`src/rtl/wavetable_voice.sv`:
```
module wavetable_voice #(
  parameter int RATE_W    = 11,
  parameter int LEN_W     = 8,
  parameter int START_DLY = 3,
  parameter int TBL_AW    = 4
) (
  input  logic              clk,
  input  logic              rst_n,
  input  logic              en,
  input  logic [1:0]        level,
  input  logic [RATE_W-1:0] rate,
  input  logic              trig,
  input  logic              len_en,
  input  logic              len_load,
  input  logic [LEN_W-1:0]  len_val,
  input  logic              len_tick,
  input  logic              cpu_we,
  input  logic [TBL_AW-1:0] cpu_addr,
  input  logic [7:0]        cpu_wdata,
  output logic [7:0]        cpu_rdata,
  output logic [3:0]        sample,
  output logic              active
);
  localparam int NB = 1 << TBL_AW;
  localparam int PW = TBL_AW + 1;
  localparam int TW = RATE_W + 2;
  localparam int LW = LEN_W + 1;

  logic [7:0]        tbl [NB];
  logic [PW-1:0]     ptr;
  logic [7:0]        sbuf;
  logic [TW-1:0]     tmr;
  logic [LW-1:0]     lcnt;
  logic              act_q;

  wire [TW-1:0]     period  = TW'(2) * (TW'(2**RATE_W) - TW'(rate));
  wire              go      = trig && en;
  wire              fire    = act_q && (tmr == '0);
  wire [PW-1:0]     ptr_nx  = ptr + PW'(1);
  wire [TBL_AW-1:0] fidx    = ptr_nx[PW-1:1];
  wire [TBL_AW-1:0] cidx    = ptr[PW-1:1];
  wire [3:0]        nib     = ptr[0] ? sbuf[3:0] : sbuf[7:4];
  wire              len_hit = len_tick && len_en && (lcnt != '0);
  wire              len_end = len_hit && (lcnt == LW'(1));

  assign active    = act_q;
  assign sample    = (act_q && level != 2'd0) ? (nib >> (level - 2'd1)) : 4'd0;
  assign cpu_rdata = !act_q ? tbl[cpu_addr] : (fire ? tbl[fidx] : 8'hFF);

  always_ff @(posedge clk) begin
    if (!rst_n) begin
      act_q <= 1'b0;
      ptr   <= '0;
      sbuf  <= 8'h00;
      tmr   <= '0;
    end else begin
      if (!en)          act_q <= 1'b0;
      else if (go)      act_q <= 1'b1;
      else if (len_end) act_q <= 1'b0;

      if (go) begin
        ptr <= '0;
        tmr <= period + TW'(START_DLY - 1);
      end else if (fire) begin
        ptr  <= ptr_nx;
        sbuf <= tbl[fidx];
        tmr  <= period - TW'(1);
      end else if (act_q) begin
        tmr <= tmr - TW'(1);
      end
    end
  end

  always_ff @(posedge clk) begin
    if (!rst_n)                     lcnt <= '0;
    else if (len_load)              lcnt <= {1'b0, ~len_val} + LW'(1);
    else if (go && lcnt == '0)      lcnt <= LW'(2**LEN_W);
    else if (len_hit)               lcnt <= lcnt - LW'(1);
  end

  always_ff @(posedge clk) begin
    if (!rst_n) begin
      for (int i = 0; i < NB; i++) tbl[i] <= 8'h00;
    end else begin
      if (cpu_we && (!act_q || fire))
        tbl[act_q ? fidx : cpu_addr] <= cpu_wdata;
      if (go && fire) begin
        if (cidx < TBL_AW'(4))
          tbl[0] <= sbuf;
        else
          for (int i = 0; i < 4; i++) tbl[i] <= tbl[{cidx[TBL_AW-1:2], i[1:0]}];
      end
    end
  end


  en_off_chk: assert property (@(posedge clk) disable iff (!rst_n)
    !en |=> !act_q);


  ptr_step_chk: assert property (@(posedge clk) disable iff (!rst_n)
    (fire && !go) |=> ptr == $past(ptr) + PW'(1));


  buf_hold_chk: assert property (@(posedge clk) disable iff (!rst_n)
    !fire |=> $stable(sbuf));


  len_fill_chk: assert property (@(posedge clk) disable iff (!rst_n)
    (go && !len_load && !len_hit) |=> lcnt != '0);


  go_start_chk: assert property (@(posedge clk) disable iff (!rst_n)
    go |=> (act_q && ptr == '0));
endmodule

```
`config.mk`:
```
export PLATFORM = sky130hd
export DESIGN_NAME = wavetable_voice
export DESIGN_NICKNAME = d
export VERILOG_FILES = /design/src/rtl/wavetable_voice.sv
export SDC_FILE = /design/constraint.sdc
export NUM_CORES = 1
export LEC_CHECK = 0
export BUFFER_PORTS_ARGS = -buffer_cell sky130_fd_sc_hd__buf_4
export CAP_MARGIN = 20
export CORE_UTILIZATION = 55
export CTS_CLUSTER_DIAMETER = 60
export DETAILED_ROUTE_END_ITERATION = 10
export HOLD_SLACK_MARGIN = 0.05
export PLACE_DENSITY = 0.73
export SLEW_MARGIN = 20
export SYNTH_ARGS = -nofsm -noshare
export SYNTH_HDL_FRONTEND = slang
export SYNTH_SLANG_ARGS = --single-unit
```
`constraint.sdc`:
```
create_clock -name clk -period 3.4 [get_ports clk]
set_input_delay 0.34 -clock clk [delete_from_list [all_inputs] [get_ports clk]]
set_output_delay 0.34 -clock clk [all_outputs]
set_load 0.01 [all_outputs]
```
[Word-level counts from Yosys, hierarchy flattened]
Memories as Yosys holds them, arrays and structs flattened. A register that Yosys moved wholly into a read port is not among the register bits.
Index checks and enable logic that the tools add are counted.
Storage, ports and cells
  output and inout port bits: 13
  input port bits: 41
  memories: 1
  word-level logic and storage cells: 96
  memory bits (writable): 128
  bits in registers: 36
Cells by class
  multiplexer cells: 41
  reductions and logical operators: 22
  bitwise logic cells: 14
  eq/ne operators: 3
  add/sub/neg operators: 8
  order comparisons: 1
  shift-type cells: 1
Memory list
  tbl: words 16, width 8, read ports 6, clocked after Yosys merged registers in 4, write ports 16, line 29  | logic [7:0] tbl [NB];
Operators by type and width (count)
  two-way mux 8 bit: 8
  two-way mux 4 bit: 12
  two-way mux 13 bit: 3
  two-way mux 9 bit: 3
  subtractor 13 x 1 -> 13 bit (second input constant): 2
  two-way mux 1 bit: 15
  adder 13 x 2 -> 13 bit (second input constant): 1
  zero test 13 bit: 1
  subtractor 12 x 11 -> 12 bit (first input constant): 1
  adder 8 x 1 -> 9 bit (second input constant): 1
  == test 9 x 1 -> 1 bit (second input constant): 1
  logical AND 1 bit: 9
  zero test 9 bit: 1
  nonzero test 9 bit: 1
  subtractor 9 x 1 -> 9 bit (second input constant): 1
  == test 4 bit (second input constant): 2
  inverter 8 bit: 1
  OR reduction 8 bit: 1
  nonzero test 3 bit: 2
  adder 5 x 1 -> 5 bit (second input constant): 1
  OR 1 bit: 5
  AND 1 bit: 4
  less-than comparator 4 x 3 -> 1 bit (second input constant): 1
  inverter 1 bit: 4
  other kinds (7): 9

[Longest topological paths before layout]
  word-level depth: 12
  depth in mapped cells: 11
  depth with buffers taken out: 9

[Worst setup path before layout]
OpenSTA, ideal clock, no wires.
  path type: register -> register
  start point: register ptr[1]
  end point: memory tbl[10][0], enable pin
  library setup time: 0.384 ns
  path buffers: 2
  setup slack: 0.587 ns
  cell stages (with the launch flop): 11
  arrival: 2.429 ns
  cells stage by stage: dfxtp_1 ha_1 buf_2 xor2_4 o32ai_2 nor3_1 nor4_1 nor3_1 nand2b_1 buf_2 o21ai_0
RTL lines
  from (decl): line 30  | logic [PW-1:0] ptr;
  from (signal assigned): line 65  | ptr <= ptr_nx;
  to (decl): line 29

[Final worst setup path]
  start point: register ptr[1]
  end point: output cpu_rdata[1]
Between the ends
  word-level cells in the longest chain between the ends: 4
Ends and longest elaborated chain
  adder 5 x 1 -> 5 bit: line 39  | wire [PW-1:0] ptr_nx = ptr + PW'(1);
  memory read (16 x 8 bit)
  two-way mux 8 bit (2 in series): line 48  | assign cpu_rdata = !act_q ? tbl[cpu_addr] : (fire ? tbl[fidx] : 8'hFF);
  to (decl): line 20  | output logic [7:0] cpu_rdata,
No other way between the ends.

==> impl_metrics.toml <==
[run_status]
run_status = "finished clean"

[global_routing]
global_route.overflow_total = 0
maximum_number_of_pins_on_one_net_before_global_route_repair = 49
grt_first_pass_wirelength_mm = 52.5
grt_pass1_vias = 8935
grt_util_all_layers = 0.354
antenna_violations_before_repair = 0

[cells_and_area]
post_layout_nonfiller_instances = 1380
post_route_cells_drive_above_1_share = 0.234
layout.cell_area.non_filler_sq_um = 12500
final_nets = 1153
fillers = 1557
layout.area.seq_sq_um = 4610
antennaDiodeCount = 0
layout.core_utilization = 0.640
area_growth_syn_to_layout_pct = 13.7
multi_input_area_sq_um = 6090

[synth]
synth_seq_cells = 166
mappedNetlistNets = 1092
edff_count_synth = 128
syn_area_sq_um = 11000
synth-seq-area-share = 0.417
ys_dominant_reg_cell = "sky130_fd_sc_hd__edfxtp_1"
synth_common_cells = "sky130_fd_sc_hd__nor2_1, sky130_fd_sc_hd__edfxtp_1, sky130_fd_sc_hd__nand2_1"
netlist.area_leader.share = 0.348
synthesis.instances = 1041
ys_warnings = 0
yosysMostFrequentCell = "sky130_fd_sc_hd__nor2_1"
synth.lib_cells_used.distinct = 77
synth-async-reset-ratio = 0
syn_avg_cell_area_sq_um = 10.6
netlist_top_cells_area = "sky130_fd_sc_hd__edfxtp_1, sky130_fd_sc_hd__mux4_2, sky130_fd_sc_hd__dfxtp_1"
yosysTopAreaCell = "sky130_fd_sc_hd__edfxtp_1"

[route]
dr.pass1.iters = 6
ant_nets = 0
route.detailed.drc = 0
wirelength_mm = 34.7
via_per_inst = 6.88
via_count = 9493
drt_iter0_drc = 1338
routedWlPerCell_microns = 25.1

[timing]
final_min_period_over_clock_period = 0.972
hold_violations = 0
worst_clock_skew_ns = 0.0118
max_freq_mhz = 303
worst_margin_slew_ns = 1.24
rsz_0062_raised_after_global_routing = "false"
finalHoldWorstSlack_ns = 0.173
totalNegativeSetupSlack_ns = 0
period_needed_ns = 3.31
setup_viol = 0
fin_max_slew_vios = 0
worst_slew_margin_rel = 0.172

[worst_hold_path]
holdCritPathClass = "primary input to flop"
hold-path-cell-count = 3

[critical_path]
cp-end-kind = "primary output"
arr_time_crit_path_ns = 2.97
worst-path-max-fanout = 9
worst_r2r_path_depth = 9
critical_path.startpoint_type = "flop"
reg2reg_slack_ns = 0.27
required_ns = 3.06
cp_class = "flop to primary output"

[placement]
place.detailed.hpwl_mm = 23.8
postPlaceCellArea_sq_um = 12000
placed_cells_incl_taps = 1346
finalWeightedCongestion = 0.934
numPortBuffers = 53

[clocking]
cts_made_buffers = 17
clock_tree_from_tritoncts = "built"
clock_sink_count = 166
path_clk_slew_ns = 0.06
root_buffer = "sky130_fd_sc_hd__clkbuf_16"
cts.htree.levels = 4
worstSkewPairLatency_ns = 0.44
clock_path_buffers = 2

[power]
power.leakage_nw = 4.79
ir_drop_mv = 0.369
power_per_cell_area_nw_per_um2 = 399

[die]
die_area_sq_um = 20600
coreArea_sq_um = 19600
die_width_microns = 144
core.rowCount = 51
chipHeight_microns = 144
initial_core_util = 0.564
design.portCount = 54

[flow_run]
total_of_max_cap_violations = 0
-- area by class of cell --
cell class              count  share of cell area
repair buffers            116              0.0717
well taps                 265              0.0264
flip-flops and latches    166               0.367
clock buffers              20              0.0372
clock inverters            12             0.00738
multi-input cells         785               0.485
inverters                  16             0.00479
-- path summary, 6_finish.rpt --
check,startpoint,end
max,ptr[1],cpu_rdata[1]
min,len_val[0],lcnt[0]
max reg2reg,ptr[1],tbl[10][4]
min reg2reg,ptr[1],ptr[1]
-- logic make-up after synthesis --
| kind of cell | count (synthesis) | synth area share |
|---|---|---|
| AND/OR/NAND/NOR | 374 | 0.156 |
| AO/OA/AOI/OAI | 208 | 0.121 |
| flip-flops | 166 | 0.417 |
| multiplexers | 150 | 0.221 |
| buffers and inverters | 90 | 0.0348 |
| XOR/XNOR | 43 | 0.0379 |
| adder cells (fa/ha/maj) | 10 | 0.0113 |
-- worst max-delay path, cell delays in order, from the launching register on --
cell and delay (ns):
sky130_fd_sc_hd__dfxtp_1 0.37, sky130_fd_sc_hd__ha_2 0.33, sky130_fd_sc_hd__xor2_4 0.31, sky130_fd_sc_hd__nor2b_2 0.34, sky130_fd_sc_hd__nand2_2 0.29, sky130_fd_sc_hd__o22ai_1 0.32
sky130_fd_sc_hd__nor2_1 0.08, sky130_fd_sc_hd__nand2_1 0.11, sky130_fd_sc_hd__o22a_1 0.22, sky130_fd_sc_hd__buf_4 0.15
-- per-layer routing --
metal,global-route usage,wire [microns],up-vias
met4,0.205,1800,0
met1,0.473,13100,4573
met5,0,0,-
met3,0.0943,4250,142
li1,-,-,4055
met2,0.520,15500,723
-- state kept, by name, indices dropped and copies added, names as in the netlist, named ones only --
name	cells
active	1
lcnt	9
ptr	5
sbuf	8
tbl	128
tmr	13
-- stage by stage --
stage	total power, mW	setup WS [ns]
2_1_floorplan	2.87	0.587
3_3_place_gp	3.16	0.496
3_5_place_dp	3.17	0.336
4_1_cts	5.00	0.0297
5_1_grt	5.16	0.00693
6_report	5.01	0.0943
-- power breakdown --
group          leakage (nW)  internal, mW  switching, mW  total, mW
logic                  2.88         0.341          0.443      0.784
clock network         0.273          1.00          0.853       1.86
registers              1.64          2.27         0.0963       2.37
-- placed cells by master, fill, tap and decap left out, types with 5 or more instances in the layout --
master,n
sky130_fd_sc_hd__nor2_1,162
sky130_fd_sc_hd__edfxtp_1,128
sky130_fd_sc_hd__buf_4,113
sky130_fd_sc_hd__nand2_1,107
sky130_fd_sc_hd__mux4_2,75
sky130_fd_sc_hd__o21ai_0,75
sky130_fd_sc_hd__mux2i_1,74
sky130_fd_sc_hd__dfxtp_1,37
sky130_fd_sc_hd__o22ai_1,35
sky130_fd_sc_hd__a21oi_1,28
sky130_fd_sc_hd__xnor2_1,23
sky130_fd_sc_hd__nand3_1,18
sky130_fd_sc_hd__clkbuf_16,17
sky130_fd_sc_hd__inv_1,16
sky130_fd_sc_hd__xor2_1,15
sky130_fd_sc_hd__nor3_1,14
sky130_fd_sc_hd__nand2b_1,9
sky130_fd_sc_hd__ha_1,9
sky130_fd_sc_hd__o22a_1,8
sky130_fd_sc_hd__o21ba_2,7
sky130_fd_sc_hd__a31oi_1,6
sky130_fd_sc_hd__nor4_1,6
sky130_fd_sc_hd__and2_1,5
sky130_fd_sc_hd__nor3b_1,5
sky130_fd_sc_hd__and3_1,5
-- repair_timing --
action,4_1_cts,5_1_grt
hold buffers,0,0
endpoints found under the hold margin,0,0
setup endpoints to repair,5,8
setup buffers,0,2
resized for setup,2,4
Power figures use the tool's default switching activity.
